`src/rtl/dpm_pkg.sv`:
```
package dpm_pkg;
   // Bit positions of the indirect map register; the software view depends on them.
   localparam int REG_W     = 16;
   localparam int BIT_COMMIT = 15;
   localparam int BIT_FLAG   = 14;
   localparam int PTR_LSB    = 8;
   localparam int FPRI_LSB   = 4;
   localparam int QPRI_LSB   = 0;

   // Reset default: the top bits of the code point.
   function automatic int unsigned dflt_prio(int unsigned code, int unsigned code_w,
                                             int unsigned prio_w);
      return code >> (code_w - prio_w);
   endfunction
endpackage

```
`src/rtl/dpm_regif.sv`:
```
module dpm_regif
   import dpm_pkg::*;
#(
   parameter int ADDR_W   = 5,
   parameter int MAP_ADDR = 25,
   parameter int DSCP_W   = 6,
   parameter int QPRI_W   = 2,
   parameter int FPRI_W   = 3
) (
   input  logic                clk,
   input  logic                rst_n,
   input  logic [ADDR_W-1:0]   reg_addr,
   input  logic [REG_W-1:0]    reg_wdata,
   input  logic                reg_we,
   output logic [REG_W-1:0]    reg_rdata,
   input  logic [QPRI_W-1:0]   sel_qpri,
   input  logic [FPRI_W-1:0]   sel_fpri,
   output logic [DSCP_W-1:0]   ptr,
   output logic                flag,
   output logic                commit,
   output logic [DSCP_W-1:0]   commit_idx,
   output logic [QPRI_W-1:0]   commit_qpri,
   output logic [FPRI_W-1:0]   commit_fpri
);
   localparam logic [ADDR_W-1:0] MAP_A = ADDR_W'(MAP_ADDR);

   logic hit, wr_hit;

   assign hit    = (reg_addr == MAP_A);
   assign wr_hit = reg_we && hit;

   assign commit      = wr_hit && reg_wdata[BIT_COMMIT];
   assign commit_idx  = reg_wdata[PTR_LSB +: DSCP_W];
   assign commit_qpri = reg_wdata[QPRI_LSB +: QPRI_W];
   assign commit_fpri = reg_wdata[FPRI_LSB +: FPRI_W];

   always_ff @(posedge clk) begin
      if (!rst_n) begin
         ptr  <= '0;
         flag <= 1'b0;
      end else begin
         if (wr_hit) ptr <= commit_idx;
         if (commit) flag <= reg_wdata[BIT_FLAG];
      end
   end

   always_comb begin
      reg_rdata = '0;
      if (hit) begin
         reg_rdata[BIT_FLAG]              = flag;
         reg_rdata[PTR_LSB +: DSCP_W]     = ptr;
         reg_rdata[FPRI_LSB +: FPRI_W]    = sel_fpri;
         reg_rdata[QPRI_LSB +: QPRI_W]    = sel_qpri;
      end
   end
endmodule

```
`src/rtl/dpm_table.sv`:
```
module dpm_table
   import dpm_pkg::*;
#(
   parameter int DSCP_W = 6,
   parameter int QPRI_W = 2,
   parameter int FPRI_W = 3
) (
   input  logic              clk,
   input  logic              rst_n,
   input  logic              wr_en,
   input  logic [DSCP_W-1:0] wr_idx,
   input  logic [QPRI_W-1:0] wr_qpri,
   input  logic [FPRI_W-1:0] wr_fpri,
   input  logic [DSCP_W-1:0] rd_idx,
   output logic [QPRI_W-1:0] rd_qpri,
   output logic [FPRI_W-1:0] rd_fpri,
   input  logic [DSCP_W-1:0] lk_idx,
   output logic [QPRI_W-1:0] lk_qpri,
   output logic [FPRI_W-1:0] lk_fpri
);
   localparam int DEPTH = 1 << DSCP_W;

   logic [QPRI_W-1:0] q_mem [DEPTH];
   logic [FPRI_W-1:0] f_mem [DEPTH];

   for (genvar i = 0; i < DEPTH; i++) begin : g_ent
      localparam logic [QPRI_W-1:0] Q_RST = QPRI_W'(dflt_prio(i, DSCP_W, QPRI_W));
      localparam logic [FPRI_W-1:0] F_RST = FPRI_W'(dflt_prio(i, DSCP_W, FPRI_W));
      logic sel;
      assign sel = wr_en && (wr_idx == DSCP_W'(i));
      always_ff @(posedge clk) begin
         if (!rst_n) begin
            q_mem[i] <= Q_RST;
            f_mem[i] <= F_RST;
         end else if (sel) begin
            q_mem[i] <= wr_qpri;
            f_mem[i] <= wr_fpri;
         end
      end
   end

   assign rd_qpri = q_mem[rd_idx];
   assign rd_fpri = f_mem[rd_idx];
   assign lk_qpri = q_mem[lk_idx];
   assign lk_fpri = f_mem[lk_idx];
endmodule

```
`src/rtl/dscp_prio_map.sv`:
```
module dscp_prio_map
   import dpm_pkg::*;
#(
   parameter int ADDR_W   = 5,
   parameter int MAP_ADDR = 25,
   parameter int DSCP_W   = 6,
   parameter int QPRI_W   = 2,
   parameter int FPRI_W   = 3
) (
   input  logic              clk,
   input  logic              rst_n,
   input  logic [ADDR_W-1:0] reg_addr,
   input  logic [15:0]       reg_wdata,
   input  logic              reg_we,
   output logic [15:0]       reg_rdata,
   input  logic [DSCP_W-1:0] lk_dscp,
   output logic [QPRI_W-1:0] lk_qpri,
   output logic [FPRI_W-1:0] lk_fpri,
   output logic              use_ip_fpri
);
   // Field widths must fit the fixed register layout.
   if (DSCP_W < 1 || DSCP_W > 6) begin : g_bad_dscp
      $error("DSCP_W must be 1..6");
   end
   if (QPRI_W < 1 || QPRI_W > 2 || QPRI_W > DSCP_W) begin : g_bad_q
      $error("QPRI_W must be 1..2 and not above DSCP_W");
   end
   if (FPRI_W < 1 || FPRI_W > 3 || FPRI_W > DSCP_W) begin : g_bad_f
      $error("FPRI_W must be 1..3 and not above DSCP_W");
   end
   if (MAP_ADDR < 0 || MAP_ADDR >= (1 << ADDR_W)) begin : g_bad_a
      $error("MAP_ADDR out of address range");
   end

   logic [DSCP_W-1:0] ptr_q, c_idx;
   logic              flag_q, c_en;
   logic [QPRI_W-1:0] c_q, s_q;
   logic [FPRI_W-1:0] c_f, s_f;

   dpm_regif #(
      .ADDR_W(ADDR_W), .MAP_ADDR(MAP_ADDR),
      .DSCP_W(DSCP_W), .QPRI_W(QPRI_W), .FPRI_W(FPRI_W)
   ) u_regif (
      .clk(clk), .rst_n(rst_n),
      .reg_addr(reg_addr), .reg_wdata(reg_wdata), .reg_we(reg_we),
      .reg_rdata(reg_rdata),
      .sel_qpri(s_q), .sel_fpri(s_f),
      .ptr(ptr_q), .flag(flag_q),
      .commit(c_en), .commit_idx(c_idx), .commit_qpri(c_q), .commit_fpri(c_f)
   );

   dpm_table #(
      .DSCP_W(DSCP_W), .QPRI_W(QPRI_W), .FPRI_W(FPRI_W)
   ) u_table (
      .clk(clk), .rst_n(rst_n),
      .wr_en(c_en), .wr_idx(c_idx), .wr_qpri(c_q), .wr_fpri(c_f),
      .rd_idx(ptr_q), .rd_qpri(s_q), .rd_fpri(s_f),
      .lk_idx(lk_dscp), .lk_qpri(lk_qpri), .lk_fpri(lk_fpri)
   );

   assign use_ip_fpri = flag_q;
endmodule

```
`config.mk`:
```
export PLATFORM = sky130hd
export DESIGN_NAME = dscp_prio_map
export DESIGN_NICKNAME = d
export VERILOG_FILES = /design/src/rtl/dpm_pkg.sv /design/src/rtl/dpm_regif.sv /design/src/rtl/dpm_table.sv /design/src/rtl/dscp_prio_map.sv
export SDC_FILE = /design/constraint.sdc
export NUM_CORES = 1
export LEC_CHECK = 0
export BUFFER_PORTS_ARGS = -buffer_cell sky130_fd_sc_hd__buf_4
export CAP_MARGIN = 20
export CORE_UTILIZATION = 50
export CTS_CLUSTER_DIAMETER = 200
export DETAILED_ROUTE_END_ITERATION = 8
export PLACE_DENSITY = 0.65
export SLEW_MARGIN = 20
export SYNTH_ARGS = -nofsm -noshare
export SYNTH_HDL_FRONTEND = slang
export SYNTH_HIERARCHICAL = 1
export SYNTH_SLANG_ARGS = --single-unit
```
`constraint.sdc`:
```
create_clock -name clk -period 3.16 [get_ports clk]
set_input_delay 0.474 -clock clk [delete_from_list [all_inputs] [get_ports clk]]
set_output_delay 0.474 -clock clk [all_outputs]
set_load 0.005 [all_outputs]
```
* Word-level counts from Yosys, hierarchy flattened
Memories as Yosys holds them, arrays and structs flattened. A register that Yosys moved wholly into a read port is not among the register bits.
Index checks and enable logic that the tools add are counted.
** Operators by class
- Bitwise operators :: 128
- Multiplexer cells :: 328
- Equality and inequality tests :: 64
- Reduce and logical (&&, ||, !) cells :: 67
** Operators with widths (number)
- two-way mux 3 bit :: 65
- two-way mux 1 bit :: 193
- equality test 6 bit (second input constant) :: 32
- two-way mux 2 bit :: 65
- OR 1 bit :: 128
- equality test 6 x 5 -> 1 bit (second input constant) :: 16
- logical AND 1 bit :: 66
- equality test 6 x 4 -> 1 bit (second input constant) :: 8
- equality test 6 x 3 -> 1 bit (second input constant) :: 4
- two-way mux 6 bit :: 4
- equality test 6 x 2 -> 1 bit (second input constant) :: 2
- two-way mux 7 bit :: 1
- equality test 6 x 1 -> 1 bit (second input constant) :: 1
- logical NOT 6 bit :: 1
- equality test 5 bit (second input constant) :: 1
** Storage, ports and cells
- Memories :: 2
- Input bits :: 30
- Logic and storage cells :: 591
- Flip-flop bits (word level) :: 7
- RAM bits :: 320
** Memory list
- u_table.f_mem :: depth 64, bits a word 3, rd ports 2, clocked after Yosys merged registers in 1, wr ports 64, RTL line dpm_table.sv:24 : logic [FPRI_W-1:0] f_mem [DEPTH];
- u_table.q_mem :: depth 64, bits a word 2, rd ports 2, clocked after Yosys merged registers in 1, wr ports 64, RTL line dpm_table.sv:23 : logic [QPRI_W-1:0] q_mem [DEPTH];

* Longest topological paths before layout
- Depth in word-level cells :: 8
- Mapped depth :: 10
- Gate-level depth less buffers :: 7

* Cells and area by module
Netlist, hierarchy kept.
** By module, submodules not included
- dpm_table :: instances 1, cells each 1261, seq. area each 9609.2 sq um, area an instance 17728.3 sq um
- dpm_regif :: instances 1, cells each 65, seq. area each 140.1 sq um, area an instance 556.8 sq um

* Worst setup path after synthesis
Ideal clock, no wire load.
- Path kind :: input to register
- Start :: input reg_addr[2]
- End :: memory u_table.f_mem[1][0] (enable)
- Arrival :: 2282 ps
- Cell stages on the path :: 6
- Path slack :: 505 ps
- Buffers on the path :: 2
- Required time :: 2786 ps
- Cell sequence :: nand4bb_4 -> nor3_4 -> or3b_2 -> clkbuf_1 -> clkbuf_1 -> o21ai_0
** RTL lines
- from (decl) :: RTL line dscp_prio_map.sv:12 : input logic [ADDR_W-1:0] reg_addr,
- to (decl) :: RTL line dpm_table.sv:24

==> metrics <==
register bit count reported by yosys=327; Worst Tran Pin Value=0.847 ns; Initial Utilization=0.512; CP max FO=7; Crit path required time=2.69 ns; Crit-path slowest cell=mux4_2; Yosys top cell area share=0.526; crit share post-route=1.05; CTS tree=yes; GRT Util Overall=0.288; WP buf/inv=2; failing checks=DRC, setup timing; Worst Clk Skew=0 ns; final setup vio count=5; clock sinks=327; HP Start=reg_wdata[14]; met1 Track Usage GR=0.404; drt total wl=52.8 mm; post-synth cell types=45; Vias=12,500; 1st-iter DRT viols=1,704; critical path arrival=2.85 ns; Final ANT Viol Nets=0; dominant cell type by area after synthesis=edfxtp_1; CTS H-tree lvls=2; Synth Warn #=6; Post-synth top flop=edfxtp_1; number of synthesized flops with an enable pin=320; wire length of the first global-routing pass=79.8 mm; Slew HR=0.434; Residual DRC=5; grt met2 use=0.456; fin cells=1,892; critical path's top delay family=multiplexers; area of placed instances=0.0196 mm2; Ports=52; GR Layer Usage met3=0.0539; CP cell instances=buf_12, mux4_2, mux4_2, nor2b_4, a211oi_2, a21oi_1, and2_4, buf_6; remaining global-route overflow=0; Worst R2R Setup Slack=1.96 ns; floorplan row count=69; area of the multi-input gates=0.00789 mm2; fillcell total=2,803; initial antenna violation count=0; average vias per placed instance=6.63; vias in the first global route=12,400; Final Power=10.3 mW; Worst Hold Class=input port to flop; largest net degree at the start of global routing=81; Hold EP=u_regif/flag; nets=1,434; GPL Wtd Cong=0.888; reg2reg path depth=4; die height=193 um; max_cap viols=0; Power Dens Cells=489 mW/mm2; ant diodes=0; FF/Latch Area=0.00976 mm2; Cells after Synth=1,326; RSZ-0062 raised after global routing=true; CTS buffer count=37; fraction of layout cells with a size suffix above 1=0.314; asr flop ratio synth=0; CP endpoint kind=primary output; setup slack after layout=-0.166 ns; R2R Path End=u_regif/ptr[0]; Core ar.=0.0357 mm2; Syn Area/Cell=13.8 um2; busiest grt layer=met2; Final TNS setup=-0.533 ns; fin. max-slew vios=0; WHS=0.206 ns; DR WL/cell=27.9 um; worst skew pair latency=0.53 ns; Min Clock Period, post-route=3.33 ns; crit start category=flop; Clk pin slew, worst setup/hold paths=0.06 ns; Hold Path Cell Cnt=3; die area=0.0373 mm2; commonest cells after routing, fill and taps aside=320 x edfxtp_1, 171 x buf_4, 168 x mux4_2, 140 x or3_1, 137 x and2_1; clock root cell=clkbuf_16; final hold vios=0; R2R Path Start=u_regif/ptr[0]; top cells by area, synth=edfxtp_1 53%, mux4_2 21%, and2_1 4.8%; Worst VDD drop=330 uV; Lkg Pwr=6.87 nW; Port Buffer Count=44; outcome=finished, violations left; Area Growth Syn to Fin=15.5%; Setup Crit Path Kind=flop to primary output; fin area=0.0211 mm2; die width=193 um; Post-Place Cells=1,813; DR pass1 iterations=7; Clock Path Buffers=3; sequential share of the synthesized area=0.533; Max Fclk=0.301 GHz; hpwl dp=35.2 mm; most common cell after layout, fill and taps aside=edfxtp_1; Mapped Area=0.0183 mm2; Critical Path Max Stage Delay=0.55 ns; most used cell, CP=mux4_2
[through the flow]
stage           util  setup WS [ns]
3_3_place_gp   0.549         0.0722
3_5_place_dp   0.549         0.0696
5_1_grt        0.591         -0.209
4_1_cts        0.587         -0.197
6_report       0.591         -0.166
2_1_floorplan      -          0.505
[synth_stat cells, types with 9 or more instances]
master and n:
nand2_1 60, mux2i_1 32, clkbuf_1 101, edfxtp_1 320, buf_4 25, and2_1 140, nor3_1 37, nand3_1 16
or3_1 140, buf_2 14, o21ai_0 68, mux4_2 168, a21oi_1 13, o22ai_1 13, nor2_1 68, buf_6 9
nor2b_1 13
[worst max-delay path by stage]
stage,start,endpoint,slack [ns],cells past startpoint
6_report,u_regif/ptr[0],reg_rdata[5],-0.17,8
5_1_grt,u_regif/ptr[0],reg_rdata[5],-0.21,8
4_1_cts,u_regif/ptr[0],reg_rdata[5],-0.20,8
3_5_place_dp,lk_dscp[0],lk_qpri[0],0.07,10
3_3_place_gp,lk_dscp[0],lk_fpri[0],0.07,9
2_1_floorplan,reg_addr[2],u_table/f_mem[1][0],0.50,6
[flip-flops by register name, indices dropped and copies added (netlist names)]
signal / flops
u_table/q_mem: 128
u_table/f_mem: 192
u_regif/flag: 1
u_regif/ptr: 6
[final cells by class]
| class | instances | share of cell area |
|---|---|---|
| clock buffers | 49 | 0.0480 |
| well taps | 461 | 0.0273 |
| repair buffers | 190 | 0.0798 |
| inverters | 9 | 0.00160 |
| clock inverters | 17 | 0.00752 |
| flip-flops and latches | 327 | 0.462 |
| multi-input cells | 839 | 0.374 |
[logic make-up after synthesis]
logic type	count (synthesis)	synth area share
buffers and inverters	163	0.0432
AOI/OAI and AO/OA	132	0.0430
other	1	0.000205
muxes	205	0.228
and+or+nand+nor	498	0.153
DFF	327	0.533
[tightest hold or removal path: cells and delay by family]
family	cells	cell delay (ns)
buffers and inverters	1	0.11
AND/OR/NAND/NOR	1	0.05
multiplexers	1	0.06
[repair_timing]
item                                    in CTS  in global routing
endpoints found under the setup margin       6                  8
resized for setup                           16                 21
pin swaps                                    1                  2
hold buffers                                 0                  0
gates cloned                                 3                  1
buffers inserted                             7                  3
[power by group]
| part | total (mW) | switching (mW) | internal [mW] |
|---|---|---|---|
| Sequential | 5.09 | 0.126 | 4.96 |
| Combinational | 1.03 | 0.550 | 0.479 |
| Clock | 4.21 | 1.71 | 2.50 |
| Total | 10.3 | 2.39 | 7.94 |
[layer usage]
layer	vias to the layer above	wire, um	share of wire
met3	94	5520	0.10
met2	775	25000	0.47
met1	6373	20800	0.39
li1	5297	-	-
met5	-	0	0
met4	0	1510	0.028
No activity file was read; power rests on OpenSTA's default activity.
